$ cat src/rtl/can_txmb_pkg.sv
package can_txmb_pkg;

    localparam int NUM_MB   = 3;
    localparam int CODE_W   = 2;
    localparam int FLAGS_MB = 4;

    // Bit positions inside the status word
    localparam int LOW_LSB  = 29;
    localparam int TME_LSB  = 26;
    localparam int CODE_LSB = 24;
    localparam int MB_STEP  = 8;
    localparam int B_RQCP   = 0;
    localparam int B_TXOK   = 1;
    localparam int B_ALST   = 2;
    localparam int B_TERR   = 3;
    localparam int B_ABRQ   = 7;

    typedef struct packed {
        logic pend;
        logic abrq;
        logic rqcp;
        logic txok;
        logic alst;
        logic terr;
    } mb_state_t;

endpackage

$ cat src/rtl/can_txmb_slot.sv
module can_txmb_slot
    import can_txmb_pkg::*;
(
    input  logic      clk,
    input  logic      rst_n,
    input  logic      req,
    input  logic      abort_wr,
    input  logic [3:0] clr,
    input  logic      in_tx,
    input  logic      done,
    input  logic      done_ok,
    input  logic      done_alst,
    input  logic      done_terr,
    output mb_state_t st
);

    mb_state_t st_d, st_q;
    logic      abort_any;

    always_comb begin
        st_d      = st_q;
        abort_any = st_q.abrq || abort_wr;

        if (clr[B_RQCP]) st_d.rqcp = 1'b0;
        if (clr[B_TXOK]) st_d.txok = 1'b0;
        if (clr[B_ALST]) st_d.alst = 1'b0;
        if (clr[B_TERR]) st_d.terr = 1'b0;

        if (st_q.pend) begin
            if (done) begin
                st_d.pend = 1'b0;
                st_d.abrq = 1'b0;
                st_d.rqcp = 1'b1;
                st_d.txok = done_ok;
                st_d.alst = done_alst;
                st_d.terr = done_terr;
            end else if (abort_any && !in_tx) begin
                st_d.pend = 1'b0;
                st_d.abrq = 1'b0;
                st_d.rqcp = 1'b1;
                st_d.txok = 1'b0;
                st_d.alst = 1'b0;
                st_d.terr = 1'b0;
            end else if (abort_wr) begin
                st_d.abrq = 1'b1;
            end
        end else if (req) begin
            st_d.pend = 1'b1;
        end
    end

    always_ff @(posedge clk or negedge rst_n) begin
        if (!rst_n) begin
            st_q <= '0;
        end else begin
            st_q <= st_d;
        end
    end

    assign st = st_q;

endmodule

$ cat src/rtl/can_txmb_arb.sv
module can_txmb_arb
    import can_txmb_pkg::*;
#(
    parameter int KEY_W = 11
) (
    input  logic [NUM_MB-1:0]       pend,
    input  logic [NUM_MB*KEY_W-1:0] keys,
    output logic [NUM_MB-1:0]       low,
    output logic [CODE_W-1:0]       code
);

    localparam int CNT_W = $clog2(NUM_MB + 1);

    logic [KEY_W-1:0]  key_arr [NUM_MB];
    logic [CODE_W-1:0] worst_d;
    logic [KEY_W-1:0]  worst_key_d;
    logic              found_d;
    logic [CNT_W-1:0]  cnt_d;

    for (genvar g = 0; g < NUM_MB; g++) begin : g_key
        assign key_arr[g] = keys[g*KEY_W +: KEY_W];
    end

    always_comb begin
        worst_d     = '0;
        worst_key_d = '0;
        found_d     = 1'b0;
        cnt_d       = '0;
        for (int i = 0; i < NUM_MB; i++) begin
            if (pend[i]) begin
                cnt_d = cnt_d + 1'b1;
                if (!found_d || key_arr[i] >= worst_key_d) begin
                    found_d     = 1'b1;
                    worst_d     = CODE_W'(i);
                    worst_key_d = key_arr[i];
                end
            end
        end

        low = '0;
        if (cnt_d >= CNT_W'(2)) begin
            low[worst_d] = 1'b1;
        end

        code = worst_d;
        if (!(&pend)) begin
            for (int i = NUM_MB - 1; i >= 0; i--) begin
                if (!pend[i]) code = CODE_W'(i);
            end
        end
    end

endmodule

$ cat src/rtl/can_txmb_status.sv
module can_txmb_status
    import can_txmb_pkg::*;
#(
    parameter int KEY_W = 11
) (
    input  logic                    clk,
    input  logic                    rst_n,
    input  logic [NUM_MB-1:0]       sw_req,
    input  logic [NUM_MB-1:0]       sw_abort,
    input  logic [NUM_MB*4-1:0]     sw_clr,
    input  logic [NUM_MB*KEY_W-1:0] prio_key,
    input  logic [NUM_MB-1:0]       eng_tx,
    input  logic                    eng_done,
    input  logic [CODE_W-1:0]       eng_done_mb,
    input  logic                    eng_ok,
    input  logic                    eng_alst,
    input  logic                    eng_terr,
    output logic [31:0]             status_word
);

    mb_state_t         mb_st [NUM_MB];
    logic [NUM_MB-1:0] pend_vec;
    logic [NUM_MB-1:0] low_vec;
    logic [CODE_W-1:0] code_val;

    for (genvar g = 0; g < NUM_MB; g++) begin : g_mb
        logic done_here;
        assign done_here = eng_done && (eng_done_mb == CODE_W'(g));

        can_txmb_slot u_slot (
            .clk       (clk),
            .rst_n     (rst_n),
            .req       (sw_req[g]),
            .abort_wr  (sw_abort[g]),
            .clr       (sw_clr[g*FLAGS_MB +: FLAGS_MB]),
            .in_tx     (eng_tx[g]),
            .done      (done_here),
            .done_ok   (eng_ok),
            .done_alst (eng_alst),
            .done_terr (eng_terr),
            .st        (mb_st[g])
        );

        assign pend_vec[g] = mb_st[g].pend;
    end

    can_txmb_arb #(.KEY_W(KEY_W)) u_arb (
        .pend (pend_vec),
        .keys (prio_key),
        .low  (low_vec),
        .code (code_val)
    );

    always_comb begin
        status_word = '0;
        status_word[CODE_LSB +: CODE_W] = code_val;
        for (int i = 0; i < NUM_MB; i++) begin
            status_word[LOW_LSB + i]          = low_vec[i];
            status_word[TME_LSB + i]          = !mb_st[i].pend;
            status_word[MB_STEP*i + B_ABRQ]   = mb_st[i].abrq;
            status_word[MB_STEP*i + B_TERR]   = mb_st[i].terr;
            status_word[MB_STEP*i + B_ALST]   = mb_st[i].alst;
            status_word[MB_STEP*i + B_TXOK]   = mb_st[i].txok;
            status_word[MB_STEP*i + B_RQCP]   = mb_st[i].rqcp;
        end
    end

endmodule

$ cat config.mk
export PLATFORM = sky130hd
export DESIGN_NAME = can_txmb_status
export DESIGN_NICKNAME = d
export VERILOG_FILES = /design/src/rtl/can_txmb_pkg.sv /design/src/rtl/can_txmb_slot.sv /design/src/rtl/can_txmb_arb.sv /design/src/rtl/can_txmb_status.sv
export SDC_FILE = /design/constraint.sdc
export NUM_CORES = 1
export LEC_CHECK = 0
export BUFFER_PORTS_ARGS = -buffer_cell sky130_fd_sc_hd__buf_2
export CORE_UTILIZATION = 45
export DETAILED_ROUTE_END_ITERATION = 10
export PLACE_DENSITY = 0.8
export SLEW_MARGIN = 20
export SYNTH_ARGS = -nofsm -noshare
export SYNTH_HDL_FRONTEND = slang
export SYNTH_SLANG_ARGS = --single-unit
$ cat constraint.sdc
create_clock -name clk -period 9.1 [get_ports clk]
set_input_delay 2.73 -clock clk [delete_from_list [all_inputs] [get_ports clk]]
set_output_delay 2.73 -clock clk [all_outputs]
set_load 0.05 [all_outputs]
==> results of run 1 <==
-- final cells by class --
type / instances / area (um^2) / area share (%)
repair buffers: 85 / 430 / 20.2
clock buffers: 4 / 55.1 / 2.59
inverters: 28 / 105 / 4.94
flip-flops and latches: 18 / 450 / 21.2
multi-input cells: 131 / 1030 / 48.3
well taps: 48 / 60.1 / 2.82
-- path summary, 6_finish.rpt --
check | endpoint | cells after the start
hold / removal | g_mb[1].u_slot.st[2] | 1
min in group asynchronous | g_mb[1].u_slot.st[2] | 1
setup reg to reg | g_mb[0].u_slot.st[1] | 4
max in group asynchronous | g_mb[0].u_slot.st[5] | 1
setup / recovery | status_word[29] | 16
hold reg to reg | g_mb[1].u_slot.st[2] | 1
-- timing repair --
action | CTS | global route
resized for setup | 0 | 1
setup endpoints to repair | 0 | 1
hold buffers | 0 | 0
-- power breakdown --
part           total (mW)  internal (mW)  switching, mW
registers           0.120         0.0982         0.0216
clock network      0.0636         0.0384         0.0253
logic               0.355          0.123          0.232
total               0.539          0.260          0.279
-- cells in the mapped netlist, types with 2 or more instances --
library cell	number	share of area, %
inv_1	28	6.0
mux2_4	8	6.9
nor3_1	9	2.6
a21oi_1	6	1.7
o21a_1	5	2.1
a31oi_1	2	0.72
nor2_1	11	2.4
buf_4	24	10
o21ai_0	4	1.1
mux2_2	3	1.9
nand2b_1	3	1.1
nand3_1	3	0.86
a32o_1	9	5.2
nand2_1	15	3.2
a21o_1	6	2.6
dfrtp_1	18	26
ha_1	22	16
-- kinds of logic (layout without fill, tap and decap cells) --
family,after synthesis,count (layout),share of synthesized area [%]
buf+inv,55,117,17.5
simple gates,47,47,13.2
compound gates,42,42,18.8
fa+ha+maj,22,22,15.7
flops,18,18,25.8
mux,11,11,8.80
other cells,1,9,0.215
-- per-stage QoR --
stage          cell area, um^2  instances  worst slack, ps
2_1_floorplan             1780        204             20.7
3_3_place_gp              2070        310              305
3_5_place_dp              2070        310              189
4_1_cts                   2130        314              196
5_1_grt                   2130        314             5.54
6_report                  2130        314              203
-- per-layer routing --
metal / vias to the layer above / routed length, um / share of wire, % / GRT usage [%]
met4: 0 / 59 / 1.5 / 6.94
met2: 66 / 2010 / 50 / 38.2
met3: 6 / 275 / 6.8 / 3.04
met1: 710 / 1710 / 42 / 22.7
met5: - / 0 / 0 / 0
li1: 801 / - / - / -
-- worst max-delay path, cell delays in order --
cell and delay, ps:
buf_2 70, nand2_1 80, ha_1 360, and3_4 190, nand2_1 70, o31ai_1 320, o21a_2 280, buf_4 210
mux2_4 310, ha_1 290, a21o_1 170, a31oi_1 250, o2111ai_1 200, o311a_1 180, nor3_2 180, clkbuf_4 260
==> metrics, run 1 <==
Synth Warn #=0; Post-DP HPWL=~3400 um; Pre-antenna DRT Iters=4; Die Wd=roughly 64 um; IO Count=between 90 and 100; largest net degree at the start of global routing=19; CTS tree=yes; commonest cells after routing, fill and taps aside=buf_2 (83), inv_1 (28), ha_1 (22), dfrtp_1 (18), nand2_1 (15); critical path class=in -> out; H-tree depth=1; port bufs=between 80 and 90; # nets final=351; Power Density=253 nW/um^2; clock skew after layout=1.20 ps; post-route ant nets=0; Fin. Hold Viols=0; Cell variety after synth=37; Worst IR Drop VDD=about 0.00014 V; Fin Setup TNS=0 ps; FILL cells=365; EDFF count, synth=0; Setup Buffers After CTS=0; CP Max Fanout=7; Die ar.=4140 um^2; Slew Viols, Final=0; drt wl/cell=12.9 um; cells after synthesis=around 200; critical path capture point type=primary output; Slew Limit Headroom=approximately three fifths; worst slew pin tran=approximately 600 ps; RSZ-0062 raised after global routing=no; Critical Path AT=6170 ps; floorplan core area=around 3700 um^2; HP Class=reg -> reg; critical path launch point type=input pin; highest clock rate=112 MHz; Area growth syn-to-layout=21.8%; first-pass GRT wire length=about 6700 um; Layout Utilization=57.7%; initial core utilization=47.4%; mapped cell area=1750 um^2; R2R Setup Slk=7000 ps; max FFs per register=18; initial antenna violation count=0; Root Driver=clkbuf_8; clock transition at the registers of the reported paths=70 ps; Top FF cell, synth=dfrtp_1; Longest Clk Path Bufs=2; critical path startpoint=prio_key[10]; Total GRT Usage=20.2%; async set or reset register ratio after synthesis=100%; #FFs+latches synth=18; vias in the first global route=1613; initial DRC count=54; register area share after synthesis=25.8%; Avg Synthesized Cell Area=8.92 um^2; max_cap viols=0; Die Height=64.3 um; Leak=1.24 nW; Clock Sinks=18; final hold slack=517 ps; row cnt=22; Final period util=around 98%; total power=0.539 mW; crit path time final=8900 ps; Antenna diodes=0; CTS Buf Count=3; final setup fails=0; via count=1583; commonest non-fill, non-tap cell in the layout=buf_2; Post-Route WL=4050 um; clock latency on the worst-skew pair=250 ps; CP required=6370 ps; total grt overflow=0; drt drc=0; outcome=finished, final reports clean; share of post-route cells with drive strength above 1=39.5%; vias per inst=5.04; RR Startpoint=g_mb[0].u_slot.st[5]; Hold Startpoint=g_mb[1].u_slot.st[2]; gpl congestion=0.808
(Power assumes the default switching activity.)
==> run 2, diff against run 1 <==
- CORE_UTILIZATION: 45 -> 47
- CTS_BUF_LIST: unset -> sky130_fd_sc_hd__clkbuf_8
- PLACE_DENSITY: 0.8 -> 0.83
==> metrics, run 2 (synthesized netlist as in run 1, its figures left out) <==
outcome=finished, final reports clean; Fin Setup TNS=0 ps (unchanged); Root Driver=clkbuf_8; Worst IR Drop VDD=0.000149 V (+4.5%); worst r2r dst=g_mb[0].u_slot.st[2]; Slew Viols, Final=0 (unchanged); commonest cells after routing, fill and taps aside=buf_2 (84), inv_1 (28), ha_1 (22), dfrtp_1 (18), nand2_1 (15); CP required=6370 ps (about the same); sw frac=51.7% (-0.15 points); Critical Path AT=6170 ps (about the same); initial antenna violation count=0 (unchanged); worst slew pin tran=550 ps (-54.8 ps); Sw Pwr=0.285 mW (+2.0%); Logic pwr share=66.7% (+0.7 points); vias per inst=5.09 (+1.1%); floorplan core area=3440 um^2 (-6.7%); Clock Sinks=18 (unchanged); CTS tree=yes; Total GRT Usage=20.3% (+0.067 points); Die Wd=63.0 um (-2.1%); largest net degree at the start of global routing=19 (unchanged); first-pass GRT wire length=6340 um (-5.2%); Post-DP HPWL=3450 um (+1.9%); clock latency on the worst-skew pair=250 ps (about the same); vias in the first global route=1413 (-12%); Slew Limit Headroom=63.4% (+4.0 points); Post-Route WL=4090 um (+0.96%); max FFs per register=18 (unchanged); Die Height=63.0 um (-2.1%); max_cap viols=0 (unchanged); via count=1610 (+1.7%); Hold Startpoint=g_mb[0].u_slot.st[2]; Power Density=256 nW/um^2 (+0.92%); Die ar.=3970 um^2 (-4.1%); Fin. Hold Viols=0 (unchanged); initial core utilization=50.8% (+3.4 points); crit path time final=8900 ps (+6.57 ps); critical path launch point type=input pin; CP Max Fanout=5 (-2); critical path capture point type=primary output; Min-Delay Path Depth=1 (unchanged); CTS Buf Count=3 (unchanged); critical path class=in -> out; Longest Clk Path Bufs=2 (unchanged); Seq pwr share=21.8% (-0.4 points); initial DRC count=41 (-24%); clock share of power=11.4% (-0.4 points); clock skew after layout=2.77 ps (+1.57 ps); Pre-antenna DRT Iters=4 (unchanged); Final period util=97.8% (about the same); commonest non-fill, non-tap cell in the layout=buf_2; drt wl/cell=12.9 um (+0.32%); clock transition at the registers of the reported paths=60 ps (about the same); highest clock rate=112 MHz (about the same); total grt overflow=0 (unchanged); HP Class=reg -> reg; R2R Setup Slk=6940 ps (-60 ps); post-route ant nets=0 (unchanged); gpl congestion=0.916 (+13%); biggest cell delay along the critical path=370 ps (about the same); Hold EP=g_mb[0].u_slot.st[2]; IO Count=94 (unchanged); port bufs=84 (unchanged); RR Startpoint=g_mb[0].u_slot.st[5]; Antenna diodes=0 (unchanged); share of post-route cells with drive strength above 1=40.4% (+0.90 points); drt drc=0 (unchanged); row cnt=21 (-4.5%); CP Cell Sequence=buf_2 -> nand2_1 -> ha_1 -> and3_4 -> nand2_1 -> o31ai_2 -> o21a_2 -> mux2_4 -> ha_1 -> a21o_1 -> a221oi_1 -> o2111ai_1 -> o311a_1 -> nor3_2 -> buf_2; reg2reg path depth=4 (unchanged); slowest CP cell=a221oi_1; Pint=0.267 mW (+2.7%); # nets final=355 (+1.1%); Area growth syn-to-layout=23.5%; Leak=1.26 nW (+1.4%); H-tree depth=1 (unchanged); final setup fails=0 (unchanged); Layout Utilization=62.7% (+5.0 points); CTS hold repair buffers=0 (unchanged)
run 2: cell count changes in the layout (fill, tap and decap cells not counted), sizes merged:
cell,delta
buf,+4
clkbuf,-1
o21a,+1
run 2: timing repair:
action                     CTS  global route
resized for setup            0             1
setup buffers                0             3
setup endpoints to repair    0             3
run 2: layout make-up:
cell class / count / area [um^2]
Timing Repair Buffer: 88 / 450
Inverter: 28 / 105
Clock buffer: 4 / 55.1
Multi-Input combinational cell: 132 / 1040
Sequential cell: 18 / 450
Tap cell: 46 / 57.6
Fill cell: 323 / 1280
run 2: stage by stage:
step	cell area, um^2	power [mW]	cells	setup WS [ps]	hold slack (ps)
2_1_floorplan	1780	0.419	204	20.7	494
3_3_place_gp	2070	0.469	308	259	498
3_5_place_dp	2070	0.476	308	156	508
4_1_cts	2120	0.541	312	152	523
5_1_grt	2160	0.587	316	-22.2	542
6_report	2160	0.552	316	197	516
run 2: worst max-delay path, delay by kind of cell:
family / cells / cell delay [ps]
and+or+nand+nor: 4 / 530
muxes: 1 / 320
buffers and inverters: 2 / 360
adders and majority gates: 2 / 670
AOI/OAI and AO/OA: 6 / 1560
run 2: worst max path at each step:
stage / start / slack, ps / end / cells past startpoint
after floorplan: prio_key[9] / 20 / status_word[31] / 14
after CTS: prio_key[10] / 150 / status_word[29] / 15
after global placement: prio_key[10] / 260 / status_word[29] / 15
after global routing: prio_key[10] / -20 / status_word[29] / 15
after detailed placement: prio_key[10] / 160 / status_word[29] / 15
final: prio_key[10] / 200 / status_word[29] / 15
run 2: metal layers:
layer | vias to the layer above | share of wire, % | GRT usage [%]
met1 | 742 | 46 | 26.7
met2 | 51 | 48 | 34.1
li1 | 807 | - | -
met5 | - | 0 | 0
met3 | 10 | 4.2 | 3.83
met4 | 0 | 1.5 | 4.36
run 2: power by group through the flow:
stage	Clock, mW	Sequential (mW)	Combinational [mW]
2_1_floorplan	0	0.110	0.309
3_3_place_gp	0	0.121	0.348
3_5_place_dp	0	0.121	0.355
4_1_cts	0.0654	0.120	0.356
5_1_grt	0.0684	0.124	0.394
6_report	0.0630	0.120	0.368
==> run 3, diff against run 2 <==
- ABC_AREA: unset -> 1
- PLACE_DENSITY: 0.83 -> 0.82
- SLEW_MARGIN: 20 -> unset
==> metrics, run 3 <==
Die Height=64.8 um (+2.8%); Slew Viols, Final=0 (unchanged); critical path capture point type=primary output; Setup WS pre-CTS=568 ps (+412 ps); max_cap viols=0 (unchanged); Slew Limit Headroom=57.5% (-5.9 points); row cnt=22 (+4.8%); share of post-route cells with drive strength above 1=31.6% (-8.7 points); most common cell in the synthesized netlist=nand2_1; initial antenna violation count=0 (unchanged); # resized after CTS=0 (unchanged); worst slew pin tran=637 ps (+87.9 ps); CP Cell Sequence=buf_2 -> nand2_1 -> ha_1 -> nand2_1 -> inv_1 -> nand2_1 -> nand2_1 -> a21oi_1 -> nand4_2 -> nand2_4 -> nand2_1 -> o21ai_2 -> ha_1 -> nand2_1 -> inv_1 -> nand2_1 -> nand2_1 -> a21boi_0 -> nand2_1 -> o21ai_2 -> inv_1 -> nor2_2 -> buf_2; critical path class=in -> out; first-pass GRT wire length=6410 um (+1.1%); outcome=finished, final reports clean; Cell variety after synth=27 (-27%); Fin. Hold Viols=0 (unchanged); Clock Sinks=18 (unchanged); largest net degree at the start of global routing=22 (+3); Top FF cell, synth=dfrtp_1; floorplan core area=3720 um^2 (+8.0%); Critical Path AT=5780 ps (-390 ps); Synth top area share=24.3% (-1.4 points); CTS hold repair buffers=0 (unchanged); H-tree depth=1 (unchanged); port bufs=84 (unchanged); Antenna diodes=0 (unchanged); Layout Utilization=59.0% (-3.7 points); most frequent CP cell=nand2_1; Pre-antenna DRT Iters=4 (unchanged); async set or reset register ratio after synthesis=100% (unchanged); initial DRC count=97 (+140%); Leak=1.35 nW (+7.2%); Fin Setup TNS=0 ps (unchanged); Power Density=247 nW/um^2 (-3.3%); cells after synthesis=265 (+35%); crit path time final=8510 ps (-390 ps); mapped cell area=1850 um^2 (+5.9%); clock latency on the worst-skew pair=250 ps (about the same); Post-DP HPWL=3430 um (-0.55%); clock transition at the registers of the reported paths=60 ps (about the same); highest clock rate=117 MHz (+4.6%); Root Driver=clkbuf_8; drt wl/cell=10.4 um (-20%); post-route ant nets=0 (unchanged); IO Count=94 (unchanged); Synth Warn #=0 (unchanged); Area contributors post-synth=dfrtp_1 (24%), ha_1 (15%), nand2_1 (13%); Synth top cells by count=nand2_1 (63), inv_1 (43), nor2_1 (33); via count=1742 (+8.2%); drt drc=0 (unchanged); setup ws final=586 ps (+390 ps); gpl congestion=0.840 (-8.3%); CTS tree=yes; Die Wd=64.8 um (+2.8%); register area share after synthesis=24.3% (-1.4 points); RSZ-0062 raised after global routing=no; final setup fails=0 (unchanged); Die ar.=4200 um^2 (+5.7%); Post-Route WL=3950 um (-3.4%); critical path launch point type=input pin; #FFs+latches synth=18 (unchanged); max FFs per register=18 (unchanged); CP Max Fanout=21 (+16); Avg Synthesized Cell Area=6.99 um^2 (-22%); initial core utilization=49.8% (-0.95 points); Longest Clk Path Bufs=2 (unchanged); CTS Buf Count=3 (unchanged); Total GRT Usage=19.4% (-0.90 points); total grt overflow=0 (unchanged); vias per inst=4.58 (-10%); vias in the first global route=1590 (+13%); Area growth syn-to-layout=18.4%; commonest non-fill, non-tap cell in the layout=buf_2; Final period util=93.6% (-4.3 points); Setup Buffers After CTS=0 (unchanged); # nets final=417 (+17%); biggest cell delay along the critical path=340 ps (-30 ps); HP Class=reg -> reg; commonest cells after routing, fill and taps aside=buf_2 (84), nand2_1 (63), inv_1 (43), nor2_1 (33), ha_1 (22); slowest CP cell=nand2_4; CP required=6370 ps (about the same); clock skew after layout=2.47 ps (-0.299 ps); Worst IR Drop VDD=0.000200 V (+34%); Yosys top cell by area=dfrtp_1; EDFF count, synth=0 (unchanged)
[run 3: final cells by class]
class                           instances  area, um^2
Clock buffer                            4        55.1
Fill cell                             385        1520
Inverter                               44         165
Multi-Input combinational cell        182        1040
Sequential cell                        18         450
Tap cell                               48        60.1
Timing Repair Buffer                   84         420
[run 3: final timing paths]
check	from	to	slack (ps)	depth (start not counted)
setup / recovery	prio_key[6]	status_word[30]	590	23
hold reg to reg	g_mb[0].u_slot.st[2]	g_mb[0].u_slot.st[2]	520	2
min in group asynchronous	rst_n	g_mb[2].u_slot.st[1]	2400	1
hold / removal	g_mb[0].u_slot.st[2]	g_mb[0].u_slot.st[2]	520	2
max in group asynchronous	rst_n	g_mb[0].u_slot.st[3]	6420	1
setup reg to reg	g_mb[0].u_slot.st[5]	g_mb[0].u_slot.st[0]	7740	3
[run 3: per-stage QoR]
| step | std cells | instance area, um^2 | power (mW) | hold slack [ps] |
|---|---|---|---|---|
| 4_1_cts | 380 | 2190 | 0.546 | 524 |
| 6_report | 380 | 2190 | 0.542 | 525 |
| 3_5_place_dp | 376 | 2140 | 0.482 | 508 |
| 3_3_place_gp | 376 | 2140 | 0.473 | 508 |
| 5_1_grt | 380 | 2190 | 0.591 | 550 |
| 2_1_floorplan | 273 | 1880 | 0.433 | 483 |
[run 3: critical path, delay by kind of cell]
family | cells | cell delay (ps)
buf+inv | 5 | 500
fa+ha+maj | 2 | 590
simple gates | 12 | 1310
compound gates | 4 | 620
[run 3: per-layer routing]
layer / vias to the layer above / share of wire, % / global-route usage (%)
met2: 50 / 49 / 34.0
met1: 755 / 45 / 24.9
li1: 935 / - / -
met3: 2 / 5.8 / 2.64
met4: 0 / 0.51 / 4.44
met5: - / 0 / 0
[run 3: power breakdown]
group	switching, mW	leakage (nW)	total [mW]	internal, mW
clock	0.0245	0.0288	0.0629	0.0384
combinational	0.255	1.09	0.358	0.103
sequential	0.0237	0.229	0.121	0.0975
[run 3: logic make-up after synthesis]
| group | after synthesis | share of synthesized area [%] |
|---|---|---|
| other cells | 1 | 0.203 |
| compound gates | 37 | 13.3 |
| simple gates | 114 | 26.2 |
| flops | 18 | 24.3 |
| fa+ha+maj | 22 | 14.9 |
| buf+inv | 73 | 21.1 |
